$ cat src/rtl/disp_cmd_pkg.sv
package disp_cmd_pkg;

    localparam int ADDR_W = 4;

    localparam logic [ADDR_W-1:0] ADR_NOOP   = 4'h0;
    localparam logic [ADDR_W-1:0] ADR_DECODE = 4'h9;
    localparam logic [ADDR_W-1:0] ADR_INTENS = 4'hA;
    localparam logic [ADDR_W-1:0] ADR_SCAN   = 4'hB;
    localparam logic [ADDR_W-1:0] ADR_SHDN   = 4'hC;
    localparam logic [ADDR_W-1:0] ADR_SPARE  = 4'hD;
    localparam logic [ADDR_W-1:0] ADR_FEAT   = 4'hE;
    localparam logic [ADDR_W-1:0] ADR_TEST   = 4'hF;

    localparam int FEAT_REGRES  = 1;
    localparam int FEAT_GATED   = 3;
    localparam int SHDN_KEEP    = 7;
    localparam int SHDN_RUN     = 0;

    typedef enum logic [1:0] {
        S_IDLE    = 2'd0,
        S_SHIFT   = 2'd1,
        S_COMMIT  = 2'd2,
        S_SOFTRST = 2'd3
    } rx_state_e;

endpackage

$ cat src/rtl/disp_cmd_sync.sv
module disp_cmd_sync #(
    parameter int             W       = 3,
    parameter int             STAGES  = 2,
    parameter logic [W-1:0]   RST_VAL = '0
) (
    input  logic         clk,
    input  logic         rst_n,
    input  logic [W-1:0] async_in,
    output logic [W-1:0] sync_out
);

    logic [W-1:0] stage_q [STAGES];

    generate
        for (genvar s = 0; s < STAGES; s++) begin : g_stage
            always_ff @(posedge clk or negedge rst_n) begin
                if (!rst_n) begin
                    stage_q[s] <= RST_VAL;
                end else if (s == 0) begin
                    stage_q[s] <= async_in;
                end else begin
                    stage_q[s] <= stage_q[(s > 0) ? s - 1 : 0];
                end
            end
        end
    endgenerate

    assign sync_out = stage_q[STAGES-1];

endmodule

$ cat src/rtl/disp_cmd_shift.sv
module disp_cmd_shift #(
    parameter int WORD_W = 16,
    parameter int CMD_W  = 12
) (
    input  logic             clk,
    input  logic             rst_n,
    input  logic             sclk_rise,
    input  logic             sclk_fall,
    input  logic             gate_open,
    input  logic             din,
    output logic [CMD_W-1:0] cmd_bits,
    output logic             dout
);

    logic [WORD_W-1:0] sr_q;
    logic              spill_q;
    logic              dout_q;
    logic              shift_en;

    assign shift_en = sclk_rise && gate_open;

    always_ff @(posedge clk or negedge rst_n) begin
        if (!rst_n) begin
            sr_q    <= '0;
            spill_q <= 1'b0;
        end else if (shift_en) begin
            sr_q    <= {sr_q[WORD_W-2:0], din};
            spill_q <= sr_q[WORD_W-1];
        end
    end

    always_ff @(posedge clk or negedge rst_n) begin
        if (!rst_n) begin
            dout_q <= 1'b0;
        end else if (sclk_fall) begin
            dout_q <= spill_q;
        end
    end

    assign cmd_bits = sr_q[CMD_W-1:0];
    assign dout     = dout_q;

    // a closed gate leaves the shift register untouched
    assert_gate_closed_R5: assert property (@(posedge clk) disable iff (!rst_n)
        (sclk_rise && !gate_open) |=> $stable(sr_q));

    // the chain output moves only after a falling serial edge
    assert_dout_on_fall_R4: assert property (@(posedge clk) disable iff (!rst_n)
        !sclk_fall |=> $stable(dout_q));

endmodule

$ cat src/rtl/disp_cmd_fsm.sv
module disp_cmd_fsm
    import disp_cmd_pkg::*;
#(
    parameter int DATA_W = 8,
    parameter int CMD_W  = ADDR_W + DATA_W
) (
    input  logic              clk,
    input  logic              rst_n,
    input  logic              load_rise,
    input  logic              load_fall,
    input  logic [CMD_W-1:0]  cmd_bits,
    output logic              wr_en,
    output logic              srst_en,
    output logic [ADDR_W-1:0] wr_addr,
    output logic [DATA_W-1:0] wr_data
);

    rx_state_e        state_q, state_d;
    logic [CMD_W-1:0] cmd_q;
    logic             regres_hit;

    assign wr_addr    = cmd_q[CMD_W-1 -: ADDR_W];
    assign wr_data    = cmd_q[DATA_W-1:0];
    assign regres_hit = (wr_addr == ADR_FEAT) && wr_data[FEAT_REGRES];

    always_comb begin
        state_d = state_q;
        unique case (state_q)
            S_IDLE: begin
                if (load_rise)      state_d = S_COMMIT;
                else if (load_fall) state_d = S_SHIFT;
            end
            S_SHIFT: begin
                if (load_rise)      state_d = S_COMMIT;
            end
            S_COMMIT: begin
                if (regres_hit)     state_d = S_SOFTRST;
                else if (load_fall) state_d = S_SHIFT;
                else                state_d = S_IDLE;
            end
            S_SOFTRST: begin
                if (load_fall)      state_d = S_SHIFT;
                else                state_d = S_IDLE;
            end
        endcase
    end

    always_ff @(posedge clk or negedge rst_n) begin
        if (!rst_n) state_q <= S_IDLE;
        else        state_q <= state_d;
    end

    always_ff @(posedge clk or negedge rst_n) begin
        if (!rst_n) begin
            cmd_q <= '0;
        end else if (load_rise && (state_q == S_IDLE || state_q == S_SHIFT)) begin
            cmd_q <= cmd_bits;
        end
    end

    always_comb begin
        wr_en   = (state_q == S_COMMIT);
        srst_en = (state_q == S_SOFTRST);
    end

    // the control reset happens only right after a commit
    assert_softrst_after_commit_R9: assert property (@(posedge clk) disable iff (!rst_n)
        srst_en |-> $past(wr_en));

endmodule

$ cat src/rtl/disp_cmd_regs.sv
module disp_cmd_regs
    import disp_cmd_pkg::*;
#(
    parameter int NUM_DIGITS = 4,
    parameter int DATA_W     = 8,
    parameter int INT_W      = 4,
    parameter int SCAN_W     = 3,
    localparam int DIG_BITS  = NUM_DIGITS * DATA_W
) (
    input  logic                  clk,
    input  logic                  rst_n,
    input  logic                  wr_en,
    input  logic                  srst_en,
    input  logic [ADDR_W-1:0]     wr_addr,
    input  logic [DATA_W-1:0]     wr_data,
    output logic [DIG_BITS-1:0]   digit_data,
    output logic [NUM_DIGITS-1:0] decode_en,
    output logic [INT_W-1:0]      intensity,
    output logic [SCAN_W-1:0]     scan_limit,
    output logic                  run_en,
    output logic [DATA_W-1:0]     feature,
    output logic                  test_en
);

    logic [DATA_W-1:0]     dig_q [NUM_DIGITS];
    logic [NUM_DIGITS-1:0] dec_q;
    logic [INT_W-1:0]      int_q;
    logic [SCAN_W-1:0]     scan_q;
    logic                  run_q;
    logic                  test_q;
    logic [DATA_W-1:0]     feat_q;

    generate
        for (genvar i = 0; i < NUM_DIGITS; i++) begin : g_digit
            always_ff @(posedge clk or negedge rst_n) begin
                if (!rst_n) begin
                    dig_q[i] <= '0;
                end else if (wr_en && wr_addr == ADDR_W'(i + 1)) begin
                    dig_q[i] <= wr_data;
                end
            end
            assign digit_data[i*DATA_W +: DATA_W] = dig_q[i];
        end
    endgenerate

    always_ff @(posedge clk or negedge rst_n) begin
        if (!rst_n) begin
            dec_q  <= '0;
            int_q  <= '0;
            scan_q <= '0;
            run_q  <= 1'b0;
            test_q <= 1'b0;
        end else if (srst_en) begin
            dec_q  <= '0;
            int_q  <= '0;
            scan_q <= '0;
            run_q  <= 1'b0;
            test_q <= 1'b0;
        end else if (wr_en) begin
            case (wr_addr)
                ADR_DECODE: dec_q  <= wr_data[NUM_DIGITS-1:0];
                ADR_INTENS: int_q  <= wr_data[INT_W-1:0];
                ADR_SCAN:   scan_q <= wr_data[SCAN_W-1:0];
                ADR_SHDN:   run_q  <= wr_data[SHDN_RUN];
                ADR_TEST:   test_q <= wr_data[0];
                default: ;
            endcase
        end
    end

    always_ff @(posedge clk or negedge rst_n) begin
        if (!rst_n) begin
            feat_q <= '0;
        end else if (wr_en && wr_addr == ADR_FEAT) begin
            feat_q <= wr_data;
        end else if (wr_en && wr_addr == ADR_SHDN && !wr_data[SHDN_KEEP]) begin
            feat_q <= '0;
        end
    end

    assign decode_en  = dec_q;
    assign intensity  = int_q;
    assign scan_limit = scan_q;
    assign run_en     = run_q;
    assign test_en    = test_q;
    assign feature    = feat_q;

    // no register moves without a commit or a control reset
    assert_hold_without_commit_R2: assert property (@(posedge clk) disable iff (!rst_n)
        (!wr_en && !srst_en) |=> $stable({digit_data, dec_q, int_q, scan_q, run_q, test_q, feat_q}));

    // no-op and unused addresses leave every register unchanged
    assert_ignored_addr_R7: assert property (@(posedge clk) disable iff (!rst_n)
        (wr_en && !srst_en && (wr_addr == ADR_NOOP || wr_addr == ADR_SPARE ||
            (wr_addr > ADDR_W'(NUM_DIGITS) && wr_addr < ADR_DECODE)))
        |=> $stable({digit_data, dec_q, int_q, scan_q, run_q, test_q, feat_q}));

    // shutdown write with bit 7 low clears the feature register
    assert_shdn_clears_feature_R8: assert property (@(posedge clk) disable iff (!rst_n)
        (wr_en && wr_addr == ADR_SHDN && !wr_data[SHDN_KEEP]) |=> (feat_q == '0));

    // shutdown write with bit 7 high keeps the feature register
    assert_shdn_keeps_feature_R8: assert property (@(posedge clk) disable iff (!rst_n)
        (wr_en && wr_addr == ADR_SHDN && wr_data[SHDN_KEEP]) |=> $stable(feat_q));

    // the control reset clears controls and spares the digits and features
    assert_softrst_scope_R9: assert property (@(posedge clk) disable iff (!rst_n)
        srst_en |=> ($stable({digit_data, feat_q}) && dec_q == '0 && int_q == '0 &&
                     scan_q == '0 && !run_q && !test_q));

endmodule

$ cat src/rtl/disp_cmd_rx.sv
module disp_cmd_rx
    import disp_cmd_pkg::*;
#(
    parameter int NUM_DIGITS  = 4,
    parameter int DATA_W      = 8,
    parameter int WORD_W      = 16,
    parameter int INT_W       = 4,
    parameter int SCAN_W      = 3,
    parameter int SYNC_STAGES = 2,
    localparam int CMD_W      = ADDR_W + DATA_W,
    localparam int DIG_BITS   = NUM_DIGITS * DATA_W
) (
    input  logic                  clk,
    input  logic                  rst_n,
    input  logic                  ser_clk,
    input  logic                  ser_din,
    input  logic                  ser_load,
    output logic                  ser_dout,
    output logic [DIG_BITS-1:0]   digit_data,
    output logic [NUM_DIGITS-1:0] decode_en,
    output logic [INT_W-1:0]      intensity,
    output logic [SCAN_W-1:0]     scan_limit,
    output logic                  run_en,
    output logic [DATA_W-1:0]     feature,
    output logic                  test_en
);

    logic [2:0]        sync_v;
    logic              load_s, sclk_s, din_s;
    logic              load_d, sclk_d;
    logic              sclk_rise, sclk_fall, load_rise, load_fall;
    logic              gate_open;
    logic [CMD_W-1:0]  cmd_bits;
    logic              wr_en, srst_en;
    logic [ADDR_W-1:0] wr_addr;
    logic [DATA_W-1:0] wr_data;

    disp_cmd_sync #(
        .W       (3),
        .STAGES  (SYNC_STAGES),
        .RST_VAL (3'b100)
    ) u_sync (
        .clk      (clk),
        .rst_n    (rst_n),
        .async_in ({ser_load, ser_clk, ser_din}),
        .sync_out (sync_v)
    );

    assign {load_s, sclk_s, din_s} = sync_v;

    always_ff @(posedge clk or negedge rst_n) begin
        if (!rst_n) begin
            load_d <= 1'b1;
            sclk_d <= 1'b0;
        end else begin
            load_d <= load_s;
            sclk_d <= sclk_s;
        end
    end

    assign sclk_rise = sclk_s && !sclk_d;
    assign sclk_fall = !sclk_s && sclk_d;
    assign load_rise = load_s && !load_d;
    assign load_fall = !load_s && load_d;
    assign gate_open = !feature[FEAT_GATED] || !load_s;

    disp_cmd_shift #(
        .WORD_W (WORD_W),
        .CMD_W  (CMD_W)
    ) u_shift (
        .clk       (clk),
        .rst_n     (rst_n),
        .sclk_rise (sclk_rise),
        .sclk_fall (sclk_fall),
        .gate_open (gate_open),
        .din       (din_s),
        .cmd_bits  (cmd_bits),
        .dout      (ser_dout)
    );

    disp_cmd_fsm #(
        .DATA_W (DATA_W),
        .CMD_W  (CMD_W)
    ) u_fsm (
        .clk       (clk),
        .rst_n     (rst_n),
        .load_rise (load_rise),
        .load_fall (load_fall),
        .cmd_bits  (cmd_bits),
        .wr_en     (wr_en),
        .srst_en   (srst_en),
        .wr_addr   (wr_addr),
        .wr_data   (wr_data)
    );

    disp_cmd_regs #(
        .NUM_DIGITS (NUM_DIGITS),
        .DATA_W     (DATA_W),
        .INT_W      (INT_W),
        .SCAN_W     (SCAN_W)
    ) u_regs (
        .clk        (clk),
        .rst_n      (rst_n),
        .wr_en      (wr_en),
        .srst_en    (srst_en),
        .wr_addr    (wr_addr),
        .wr_data    (wr_data),
        .digit_data (digit_data),
        .decode_en  (decode_en),
        .intensity  (intensity),
        .scan_limit (scan_limit),
        .run_en     (run_en),
        .feature    (feature),
        .test_en    (test_en)
    );

    // every detected strobe rise leads to a commit cycle
    assert_rise_commits_R2: assert property (@(posedge clk) disable iff (!rst_n)
        (load_rise && !wr_en && !srst_en) |=> wr_en);

endmodule

$ cat config.mk
export PLATFORM = sky130hd
export DESIGN_NAME = disp_cmd_rx
export DESIGN_NICKNAME = d
export VERILOG_FILES = /design/src/rtl/disp_cmd_pkg.sv /design/src/rtl/disp_cmd_sync.sv /design/src/rtl/disp_cmd_shift.sv /design/src/rtl/disp_cmd_fsm.sv /design/src/rtl/disp_cmd_regs.sv /design/src/rtl/disp_cmd_rx.sv
export SDC_FILE = /design/constraint.sdc
export NUM_CORES = 1
export LEC_CHECK = 0
export ABC_AREA = 1
export BUFFER_PORTS_ARGS = -buffer_cell sky130_fd_sc_hd__buf_2
export CORE_ASPECT_RATIO = 0.8
export CORE_MARGIN = 2
export CORE_UTILIZATION = 39
export CTS_BUF_LIST = sky130_fd_sc_hd__clkbuf_4 sky130_fd_sc_hd__clkbuf_8
export DETAILED_ROUTE_END_ITERATION = 10
export PLACE_DENSITY_LB_ADDON = 0.05
export SLEW_MARGIN = 5
export SYNTH_ARGS = -nofsm -noshare
export SYNTH_HDL_FRONTEND = slang
export SYNTH_SLANG_ARGS = --single-unit
$ cat constraint.sdc
create_clock -name clk -period 2.05 [get_ports clk]
set_input_delay 0.205 -clock clk [delete_from_list [all_inputs] [get_ports clk]]
set_output_delay 0.205 -clock clk [all_outputs]
set_load 0.03 [all_outputs]
==> results.py <==
metrics = {
    "die": {
        "initial_core_util": 0.405,
        "io-pin-count": 59,
        "die-height_um": 91.2,
        "core_area_um2": 9150,
        "fp.dieArea_um2": 10300,
        "die_width_um": 113,
        "floorplan.rows": 31,
    },
    "grt": {
        "maximum_number_of_pins_on_one_net_before_global_route_repair": 44,
        "grt_first_pass_wirelength_mm": 13.3,
        "grt_pass1_vias": 2619,
        "grt.overflow.total": 0,
        "groute.usage.overall": 0.166,
        "grt_antenna_before_repair": 0,
    },
    "sta": {
        "hold_violations": 0,
        "period_minus_slack_ns": 1.55,
        "slew_headroom": 0.587,
        "timing.fmax_mhz": 645,
        "worst_slew_pin_slew_ns": 0.618,
        "postLayoutSetupSlackWorst_ns": 0.501,
        "grt_setup_unrepaired": "false",
        "timing.final.crit_share": 0.756,
        "totalNegativeSetupSlack_ns": 0,
        "finalSetupViolations": 0,
        "finalMaxSlewViolations": 0,
        "clock-skew-final_ns": 0.00678,
    },
    "clocking": {
        "post_cts_resize_count": 0,
        "cts-root-to-sink-buffers": 2,
        "clock_latency_ns": 0.36,
        "post-cts-setup-buffer-count": 0,
        "tritoncts": "done",
        "cts.clk_slew.worst_paths_ns": 0.08,
        "tritoncts_num_sinks": 93,
        "cts_made_buffers": 9,
        "ctsRootBufferMaster": "clkbuf_8",
        "h_tree_depth": 3,
        "cts_hold_repair.buffers": 4,
    },
    "worst_hold_path": {
        "holdCritPathClass": "input port to async pin",
    },
    "cells_and_area": {
        "nNetsFinal": 459,
        "synthToLayoutAreaGrowth_pct": 17.7,
        "mostFrequentLayoutCell": "nand2_1",
        "highest_count_cells_in_the_layout_ignoring_fill_and_taps": "nand2_1, dfrtp_1, buf_2, inv_1, o21ai_0",
        "num_antenna_cells": 0,
        "drive_above_1_share": 0.228,
    },
    "logic_synthesis": {
        "synthSimpleGateAreaFrac": 0.206,
        "synth.top_cells.by_area": "dfrtp_1, nand2_1, o21ai_0",
        "synth_mux_area_frac": 0,
        "yosys_synthesis_warning_count": 0,
        "synth_sequential_area_ratio": 0.629,
        "yosys_register_bits": 93,
        "postSynthCellCount": 387,
        "synth-compound-area-share": 0.0996,
        "netlist_area_um2": 3710,
        "syn_nets": 394,
        "synth_area_in_adders": 0.00675,
        "dominant_combinational_cell_family_by_area_after_synthesis": "simple AND/OR/NAND/NOR gates",
        "synth_top_cell_by_area": "dfrtp_1",
        "netlist.area_leader.share": 0.608,
        "average_instance_area_after_synthesis_um2": 9.58,
        "synth_cell_type_count": 25,
        "yosys.area_share.xor_xnor": 0,
    },
    "worst_setup_path": {
        "critical_path_buf_inv_count": 1,
        "worst_path_dominant_cell_family": "flip-flops",
        "cp-end-kind": "register",
        "timing.setup.critical_path_class": "register to register",
        "crit_path_max_incr_delay_ns": 0.54,
        "timing.critical_path.required_ns": 2.27,
        "critical_path.startpoint_type": "register",
        "largest_fanout_on_the_critical_path": 24,
        "cp_cell_sequence": "inv_1, ha_1, nand2_1, o21ai_0",
        "arrival_ns": 1.77,
        "critical_path_slowest_stage_cell": "dfstp_2",
    },
    "routing": {
        "post_drt_via_cell_ratio": 4.70,
        "detail-route-antenna-nets": 0,
        "routedWlPerCell_um": 13.6,
        "drt_first_iter_violations": 100,
        "drt_first_pass_iters": 7,
        "wl_mm": 7.78,
        "remaining_design_rule_violation_count": 5,
        "route.vias.total": 2682,
    },
    "power_and_ir_drop": {
        "power.sequential.fraction": 0.477,
        "sw_frac": 0.363,
        "power.combinational.fraction": 0.260,
        "net-switching-power_uw": 1850,
        "clkPwrFrac": 0.263,
        "peakVddDrop_v": 0.000572,
        "power.leakage_uw": 0.00230,
        "power_per_cell_area_nw_per_um2": 1170,
        "intPower_uw": 3240,
    },
    "place": {
        "place_worst_setup_slack_ns": 0.492,
        "post-dp-hpwl_mm": 5.45,
        "io_buffers": 58,
        "globalplace.congestion": 0.812,
    },
    "flow_run": {
        "cap_viol_max_count": 0,
    },
    "outcome": {
        "failed_checks": "DRC",
        "outcome": "complete, but fails checks",
    },
}
[layer usage]
layer  up-vias  track usage  part of all wire
li1       1361            -                 -
met1      1268        0.232              0.52
met2        44        0.251              0.43
met3         9       0.0514             0.044
met4         0       0.0488             0.011
met5         -            0                 0
[area by class of cell]
type                            instances  area (um2)
Inverter                               35         135
Timing Repair Buffer                   66         375
Fill cell                             911        4790
Clock buffer                           11         145
Clock inverter                          4        72.6
Multi-Input combinational cell        247        1160
Tap cell                              115         144
Sequential cell                        93        2330
[synth_stat cells]
cell and number:
o21ai_1 22, inv_4 1, buf_6 4, nor2_8 1, ha_1 2, nand2_2 7, buf_2 2, inv_2 2
nand4_1 6, nor2_2 1, nand3b_1 1, nand2_1 128, a21oi_1 6, a31oi_1 1, buf_4 1, inv_1 31
clkinv_2 1, o21ai_2 10, dfrtp_1 90, dfstp_2 3, nand4_4 1, nor2_1 18, o21ai_0 27, nand3_1 16
clkbuf_1 5
[sequential cells by signal, indices dropped and copies added, names as in the netlist, 2 cells and up]
name / flops
u_fsm.state_q: 2
u_sync.sync_out: 3
u_fsm.cmd_q: 12
u_regs.feature: 8
u_regs.digit_data: 32
u_regs.scan_limit: 3
u_regs.intensity: 4
u_sync.stage_q: 3
u_regs.decode_en: 4
u_shift.sr_q: 16
[worst reg2reg max path, delay by kind of cell (launching register included)]
kind,cells,cell delay (ns)
flip-flops,1,0.54
AND/OR/NAND/NOR,1,0.47
adder cells (fa/ha/maj),1,0.19
AO/OA/AOI/OAI,1,0.17
buffers and inverters,1,0.04
[path summary, 6_finish.rpt]
path / start / to / slack (ns) / depth (start not counted)
worst max-delay path: load_d / u_fsm.cmd_q[7] / 0.50 / 4
worst min-delay path: rst_n / u_regs.decode_en[2] / 0.30 / 2
worst max register to register: load_d / u_fsm.cmd_q[7] / 0.50 / 4
worst min register to register: u_sync.stage_q[4] / u_sync.sync_out[1] / 0.35 / 0
max in group asynchronous: rst_n / u_regs.digit_data[13] / 1.08 / 3
min in group clk: u_sync.stage_q[4] / u_sync.sync_out[1] / 0.35 / 0
[cell families (layout without fill, tap and decap cells)]
logic type / Yosys count / count (layout)
adders and majority gates: 2 / 2
and+or+nand+nor: 179 / 179
DFF: 93 / 93
buffers and inverters: 47 / 116
AOI/OAI and AO/OA: 66 / 66
[power by group through the flow]
stage                     logic, uW  clock network [uW]  registers, uW
after floorplan                 696                   0           2680
after global placement         1320                   0           2460
after global routing           1490                1450           2480
after CTS                      1340                1390           2430
after detailed placement       1330                   0           2470
final                          1320                1340           2430
[metrics by stage]
step | utilization | hold WS, ns | std cells | area (um2) | power (uW)
after floorplan | - | -0.0906 | 387 | 3710 | 3370
after global placement | 0.448 | 0.156 | 552 | 4100 | 3780
after detailed placement | 0.448 | 0.158 | 552 | 4100 | 3800
after CTS | 0.476 | 0.309 | 571 | 4360 | 5160
after global routing | 0.476 | 0.322 | 571 | 4360 | 5410
final | 0.476 | 0.304 | 571 | 4360 | 5090
Power figures use the tool's default switching activity.
